$ cat src/rtl/sbx_pkg.sv
package sbx_pkg;

    localparam int DST_AW = 19;

    localparam logic [2:0] SEL_MAIN = 3'd2;
    localparam logic [2:0] SEL_SUB  = 3'd3;
    localparam logic [2:0] SEL_PCM  = 3'd4;
    localparam logic [2:0] SEL_PRG  = 3'd5;
    localparam logic [2:0] SEL_WORK = 3'd7;

    typedef enum logic [1:0] {
        TGT_WSPLIT = 2'd0,
        TGT_WFULL  = 2'd1,
        TGT_PRG    = 2'd2,
        TGT_PCM    = 2'd3
    } tgt_e;

    typedef enum logic [2:0] {
        SQ_IDLE, SQ_HI, SQ_LO, SQ_CM, SQ_FIN
    } seq_e;

    typedef struct packed {
        logic              ok;
        tgt_e              tgt;
        logic              bank;
        logic [DST_AW-1:0] off;
    } route_t;

    // Selector and DMA address to target, bank and byte offset.
    function automatic route_t route_of(input logic [2:0] sel, input logic split,
                                        input logic mode0, input logic [15:0] a);
        route_t r;
        r = '0;
        case (sel)
            SEL_WORK: begin
                r.ok = 1'b1;
                if (split) begin
                    r.tgt  = TGT_WSPLIT;
                    r.bank = ~mode0;
                    r.off  = {2'b00, a[13:0], 3'b000};
                end else begin
                    r.tgt = TGT_WFULL;
                    r.off = {1'b0, a[14:0], 3'b000};
                end
            end
            SEL_PRG: begin
                r.ok  = 1'b1;
                r.tgt = TGT_PRG;
                r.off = {a, 3'b000};
            end
            SEL_PCM: begin
                r.ok  = 1'b1;
                r.tgt = TGT_PCM;
                r.off = {7'd0, a[9:0], 2'b00};
            end
            default: r = '0;
        endcase
        return r;
    endfunction

    // Sample RAM keeps buffer order in the low lane; the others are big-endian.
    function automatic logic [15:0] order_word(input tgt_e t, input logic [7:0] first,
                                               input logic [7:0] second);
        return (t == TGT_PCM) ? {second, first} : {first, second};
    endfunction

    function automatic logic [15:0] step_adv(input tgt_e t, input logic [9:0] nbytes);
        return (t == TGT_PCM) ? {8'd0, nbytes[9:2]} : {9'd0, nbytes[9:3]};
    endfunction

endpackage

$ cat src/rtl/sbx_dest_map.sv
module sbx_dest_map
    import sbx_pkg::*;
(
    input  logic [2:0]  sel,
    input  logic        split,
    input  logic        mode0,
    input  logic [15:0] dma_addr,
    input  tgt_e        adv_tgt,
    input  logic [9:0]  adv_bytes,
    output route_t      route,
    output logic [15:0] adv
);
    always_comb begin
        route = route_of(sel, split, mode0, dma_addr);
        adv   = step_adv(adv_tgt, adv_bytes);
    end
endmodule

$ cat src/rtl/sbx_fetch_seq.sv
module sbx_fetch_seq
    import sbx_pkg::*;
#(
    parameter int BUF_AW     = 14,
    parameter int STEP_WORDS = 256,
    localparam int IDX_W     = $clog2(STEP_WORDS + 1)
) (
    input  logic              clk,
    input  logic              rst,
    input  logic              go_host,
    input  logic              go_dma,
    input  logic [IDX_W-1:0]  n_words,
    input  logic [15:0]       base,
    input  logic [7:0]        buf_rdata,
    output logic [BUF_AW-1:0] buf_addr,
    output seq_e              state,
    output logic              is_dma,
    output logic [IDX_W-1:0]  idx,
    output logic [15:0]       word
);
    localparam logic [IDX_W-1:0] IDX_ONE = 1;

    logic [IDX_W-1:0] nw_q;
    logic [7:0]       hi_q;
    logic [15:0]      byte_addr;

    always_ff @(posedge clk) begin
        if (rst) begin
            state  <= SQ_IDLE;
            is_dma <= 1'b0;
            idx    <= '0;
            nw_q   <= '0;
            hi_q   <= '0;
        end else begin
            case (state)
                SQ_IDLE: begin
                    idx <= '0;
                    if (go_host) begin
                        is_dma <= 1'b0;
                        state  <= SQ_HI;
                    end else if (go_dma) begin
                        is_dma <= 1'b1;
                        nw_q   <= n_words;
                        state  <= (n_words == '0) ? SQ_FIN : SQ_HI;
                    end
                end
                SQ_HI: state <= SQ_LO;
                SQ_LO: begin
                    hi_q  <= buf_rdata;
                    state <= SQ_CM;
                end
                SQ_CM: begin
                    if (!is_dma)                   state <= SQ_IDLE;
                    else if (idx == nw_q - IDX_ONE) state <= SQ_FIN;
                    else begin
                        idx   <= idx + IDX_ONE;
                        state <= SQ_HI;
                    end
                end
                default: state <= SQ_IDLE;
            endcase
        end
    end

    always_comb begin
        byte_addr = base + {7'd0, idx, 1'b0} + {15'd0, state == SQ_LO};
        buf_addr  = byte_addr[BUF_AW-1:0];
        word      = {hi_q, buf_rdata};
    end
endmodule

$ cat src/rtl/sbx_engine.sv
module sbx_engine
    import sbx_pkg::*;
#(
    parameter int BUF_AW     = 14,
    parameter int STEP_WORDS = 256
) (
    input  logic              clk,
    input  logic              rst,
    input  logic              start_i,
    input  logic [15:0]       ld_dac_i,
    input  logic [15:0]       ld_cnt_i,
    input  logic [2:0]        ld_sel_i,
    input  logic [15:0]       ld_dma_addr_i,
    input  logic              word_split_i,
    input  logic              bank_mode_i,
    input  logic              dte_ie_i,
    input  logic              irq_mask5_i,
    input  logic              rd_i,
    input  logic              rd_sub_i,
    output logic              rd_valid_o,
    output logic [15:0]       rd_data_o,
    input  logic              dma_req_i,
    output logic              dma_done_o,
    output logic [BUF_AW-1:0] buf_addr_o,
    input  logic [7:0]        buf_rdata_i,
    output logic              dst_we_o,
    output logic [1:0]        dst_tgt_o,
    output logic              dst_bank_o,
    output logic [18:0]       dst_addr_o,
    output logic [15:0]       dst_wdata_o,
    output logic [15:0]       dac_o,
    output logic [15:0]       cnt_o,
    output logic [15:0]       dma_addr_o,
    output logic              busy_o,
    output logic              end_o,
    output logic              ready_o,
    output logic              idle_flag_o,
    output logic              dte_n_o,
    output logic              irq5_o
);
    localparam int IDX_W      = $clog2(STEP_WORDS + 1);
    localparam int STEP_BYTES = 2 * STEP_WORDS;

    logic [2:0]  sel_q;
    seq_e        st;
    logic        seq_dma;
    logic [IDX_W-1:0] idx;
    logic [15:0] word;
    route_t      route;
    logic [15:0] adv;

    logic        step_last_q, step_bank_q;
    tgt_e        step_tgt_q;
    logic [DST_AW-1:0] step_off_q;
    logic [IDX_W-1:0]  step_nw_q, nw_c;
    logic        last_c;

    logic idle, rd_take, rd_ok, go_host, dma_take, dma_ok, go_dma, start_take;
    logic commit_host, finish_dma, do_end, host_under;
    logic [15:0] cnt_dec, step_bytes;

    sbx_dest_map u_map (
        .sel(sel_q), .split(word_split_i), .mode0(bank_mode_i), .dma_addr(dma_addr_o),
        .adv_tgt(step_tgt_q), .adv_bytes({step_nw_q, 1'b0}), .route(route), .adv(adv)
    );

    sbx_fetch_seq #(.BUF_AW(BUF_AW), .STEP_WORDS(STEP_WORDS)) u_seq (
        .clk(clk), .rst(rst), .go_host(go_host), .go_dma(go_dma), .n_words(nw_c),
        .base(dac_o), .buf_rdata(buf_rdata_i), .buf_addr(buf_addr_o), .state(st),
        .is_dma(seq_dma), .idx(idx), .word(word)
    );

    always_comb begin
        idle       = (st == SQ_IDLE);
        start_take = start_i & idle;
        rd_take    = rd_i & idle & ~start_i;
        rd_ok      = busy_o & (rd_sub_i ? (sel_q == SEL_SUB) : (sel_q == SEL_MAIN));
        go_host    = rd_take & rd_ok;
        dma_take   = dma_req_i & idle & ~start_i & ~rd_i;
        dma_ok     = busy_o & route.ok;
        go_dma     = dma_take & dma_ok;

        if (!cnt_o[15] && cnt_o > 16'(STEP_BYTES)) begin
            nw_c = IDX_W'(STEP_WORDS);  last_c = 1'b0;
        end else if (!cnt_o[15] && cnt_o != 16'd0) begin
            nw_c = IDX_W'((cnt_o + 16'd1) >> 1);  last_c = 1'b1;
        end else begin
            nw_c = '0;  last_c = 1'b1;
        end

        commit_host = (st == SQ_CM) & ~seq_dma;
        finish_dma  = (st == SQ_FIN);
        cnt_dec     = cnt_o - 16'd2;
        host_under  = cnt_dec[15] | (cnt_dec == 16'd0);
        step_bytes  = 16'({step_nw_q, 1'b0});
        do_end      = (commit_host & host_under) | (finish_dma & step_last_q);

        dst_we_o    = (st == SQ_CM) & seq_dma;
        dst_tgt_o   = step_tgt_q;
        dst_bank_o  = step_bank_q;
        dst_addr_o  = step_off_q + {{(DST_AW-IDX_W-1){1'b0}}, idx, 1'b0};
        dst_wdata_o = order_word(step_tgt_q, word[15:8], word[7:0]);
    end

    always_ff @(posedge clk) begin
        if (rst) begin
            dac_o <= '0;  cnt_o <= '0;  dma_addr_o <= '0;  sel_q <= '0;
            busy_o <= 1'b0;  end_o <= 1'b0;  ready_o <= 1'b0;
            idle_flag_o <= 1'b1;  dte_n_o <= 1'b1;  irq5_o <= 1'b0;
            rd_valid_o <= 1'b0;  rd_data_o <= '0;  dma_done_o <= 1'b0;
            step_last_q <= 1'b0;  step_bank_q <= 1'b0;  step_tgt_q <= TGT_WSPLIT;
            step_off_q <= '0;  step_nw_q <= '0;
        end else begin
            irq5_o     <= 1'b0;
            rd_valid_o <= 1'b0;
            dma_done_o <= 1'b0;

            if (start_take) begin
                dac_o <= ld_dac_i;  cnt_o <= ld_cnt_i;  sel_q <= ld_sel_i;
                dma_addr_o <= ld_dma_addr_i;
                busy_o <= 1'b1;  ready_o <= 1'b1;
                end_o  <= 1'b0;  idle_flag_o <= 1'b0;
            end
            if (rd_take && !rd_ok) begin
                rd_valid_o <= 1'b1;
                rd_data_o  <= '0;
            end
            if (dma_take && !dma_ok) dma_done_o <= 1'b1;
            if (go_dma) begin
                step_last_q <= last_c;   step_nw_q  <= nw_c;
                step_tgt_q  <= route.tgt; step_bank_q <= route.bank;
                step_off_q  <= route.off;
            end
            if (commit_host) begin
                rd_valid_o <= 1'b1;
                rd_data_o  <= word;
                dac_o      <= dac_o + 16'd2;
                cnt_o      <= cnt_dec;
            end
            if (finish_dma) begin
                dma_done_o <= 1'b1;
                dac_o      <= dac_o + step_bytes;
                dma_addr_o <= dma_addr_o + adv;
                cnt_o      <= cnt_o - step_bytes;
            end
            if (do_end) begin
                cnt_o <= '0;  busy_o <= 1'b0;  end_o <= 1'b1;
                ready_o <= 1'b0;  idle_flag_o <= 1'b1;
                if (dte_ie_i) begin
                    dte_n_o <= 1'b0;
                    if (irq_mask5_i) irq5_o <= 1'b1;
                end
            end
        end
    end
endmodule

$ cat config.mk
export PLATFORM = sky130hd
export DESIGN_NAME = sbx_engine
export DESIGN_NICKNAME = d
export VERILOG_FILES = /design/src/rtl/sbx_pkg.sv /design/src/rtl/sbx_dest_map.sv /design/src/rtl/sbx_fetch_seq.sv /design/src/rtl/sbx_engine.sv
export SDC_FILE = /design/constraint.sdc
export NUM_CORES = 1
export LEC_CHECK = 0
export BUFFER_PORTS_ARGS = -buffer_cell sky130_fd_sc_hd__buf_2
export CAP_MARGIN = 10
export CORE_ASPECT_RATIO = 0.8
export CORE_UTILIZATION = 57
export CTS_BUF_LIST = sky130_fd_sc_hd__clkbuf_16
export DETAILED_ROUTE_END_ITERATION = 8
export PLACE_DENSITY_LB_ADDON = 0.25
export SETUP_SLACK_MARGIN = 0.15
export SLEW_MARGIN = 20
export SYNTH_ARGS = -nofsm -noshare
export SYNTH_HDL_FRONTEND = slang
export SYNTH_HIERARCHICAL = 1
export SYNTH_SLANG_ARGS = --single-unit
$ cat constraint.sdc
create_clock -name clk -period 4.4 [get_ports clk]
set_clock_uncertainty 0.15 [all_clocks]
set_input_delay 0.22 -clock clk [delete_from_list [all_inputs] [get_ports clk]]
set_output_delay 0.22 -clock clk [all_outputs]
set_load 0.005 [all_outputs]
==> metrics <==
commonest non-fill, non-tap cells in the layout=buf_2 (192), nand2_1 (182), dfxtp_1 (135), a21oi_1 (124), nor2_1 (121); Post-DRT Antenna Nets=0; first-pass GRT wire length=52700 um; P_leak=5.224 nW; CTS tree=built; initial core utilization=58.69%; Final nets=1669; WS Path Type=reg -> out; max_slew headroom=38.51%; Setup crit start=u_seq/state[0]; clock-pin slew on the worst setup and hold paths=70 ps; largest net degree at the start of global routing=76; total gr overflow=0; Min-Delay Path Class=in -> reg; total CTS buffers=17; crit share post-route=91.61%; Largest stage delay, worst path=570 ps; wire per inst=18.96 um; die extent in y=122.0 um; CP required=4030 ps; total power=4.095 mW; Final setup viols=0; RSZ-0062 raised after global routing=false; buffers and inverters on the worst path=2; CP max FO=14; Arr. time, crit path=3660 ps; antenna cells=0; crit path capture type=primary output; clk_lat worst skew=430 ps; synth warn=6; initial antenna violation count=0; HPWL after detailed placement=23990 um; num rows=43; HP Start=ld_cnt_i[13]; failing checks=design-rule violations; layout cells sized above 1=18.73%; VDD IR max=269.8 uV; CTS Root Cell=clkbuf_16; Worst setup SP type=flop; final WL=33610 um; WHS=22.16 ps; final setup margin=369.2 ps; RR Startpoint=cnt_o[3]; measured slew at the worst slew-check pin=915.4 ps; H-tree levels=4; First DRT Iteration DRCs=1477; final-report hold violation count=0; Inst Count DP=1709; minimum clock period=4031 ps; IO buf count=193; Max-cap violations=0; GRT Util Overall=35.91%; Final TNS setup=0 ps; Residual DRC=8; vias in the first global route=10040; Reg2Reg Setup Slack=810 ps; critical path's top delay family=compound AO/OA/AOI/OAI gates; post-synthesis cell count=1361; Die Footprint=18550 um^2; Vias per Instance=6.239; Final Slew Violations=0; Peak Freq=248.1 MHz; gpl congestion=1.008; post-route insts no fill=1773; clock buffer depth=2; Syn Area/Cell=7.540 um^2; CP max-delay cell=a2111oi_1; pre-CTS setup slack=333.5 ps; Clock Sinks=136; die width=152.0 um; I/O Pins=194; Netlist Area Pre-Place=10260 um^2; Critical Path, Cell by Cell=nor2_1 -> nand2_2 -> clkinv_2 -> ha_1 -> a21o_1 -> a21o_1 -> a2111oi_1 -> o21ai_0 -> o21a_1 -> o21ai_0 -> xnor2_1 -> buf_2; commonest non-fill, non-tap cell in the layout=buf_2; Vias=11060; DRT Pass-1 Iters=8; Cell Pwr Density=336.1 nW/um^2; status=complete, but fails checks; core area=17490 um^2; area growth from synthesis to layout=18.70%; Fillers=1438
[sequential cells by signal (all words and copies together), names as in the netlist]
| register | cells |
|---|---|
| sel_q | 3 |
| rd_valid_o | 1 |
| idle_flag_o | 1 |
| u_seq/is_dma | 1 |
| ready_o | 1 |
| dma_done_o | 1 |
| step_nw_q | 9 |
| dst_bank_o | 1 |
| step_last_q | 1 |
| dac_o | 16 |
| dte_n_o | 1 |
| cnt_o | 16 |
| u_seq/hi_q | 8 |
| irq5_o | 1 |
| dma_addr_o | 16 |
| dst_tgt_o | 2 |
| end_o | 1 |
| u_seq/idx | 9 |
| u_seq/state | 3 |
| u_seq/nw_q | 9 |
| step_off_q | 19 |
| rd_data_o | 16 |
[per-stage QoR]
step | utilization (%) | instance area [um^2]
final | 69.67 | 12180
after global routing | 69.67 | 12180
after CTS | 69.65 | 12180
after detailed placement | 64.21 | 11230
after global placement | 64.21 | 11230
after floorplan | - | 10300
[worst paths after layout]
check	end	cells past startpoint
setup / recovery	buf_addr_o[11]	12
setup reg to reg	cnt_o[10]	7
hold reg to reg	dst_bank_o	2
hold / removal	cnt_o[13]	3
[final cells by class]
class / count / area [um^2] / area share, %
Multi-Input combinational cell: 1083 / 6912 / 56.74
Sequential cell: 136 / 2724 / 22.36
Timing Repair Buffer: 242 / 1429 / 11.73
Clock buffer: 17 / 425.4 / 3.492
Tap cell: 225 / 281.5 / 2.311
Inverter: 55 / 207.7 / 1.705
Clock inverter: 15 / 202.7 / 1.664
[what timing repair did]
| item | in CTS | in global routing |
|---|---|---|
| endpoints found under the setup margin | 4 | 3 |
| gates resized for setup | 2 | 2 |
| buffers inserted | 0 | 0 |
| hold endpoints to repair | 39 | 0 |
| hold buffers | 32 | 0 |
[worst min-delay path: stages]
cell,delay [ps]
buf_2,110
o22ai_1,150
a2111oi_0,70
[per-layer routing]
metal  global-route usage (%)  vias up  wire length (um)  part of all wire, %
met2                    57.78      607             15070                   45
met1                    47.80     5156             13940                   41
met4                    13.39        0               948                  2.8
li1                         -     5216                 -                    -
met3                    7.186       82              3653                   11
met5                        0        -                 0                    0
[report_power, final]
part	switching, mW	total (mW)	internal, mW
Combinational	0.637	1.09	0.451
Sequential	0.169	1.47	1.30
Clock	0.663	1.53	0.871
No activity file was read; power rests on OpenSTA's default activity.
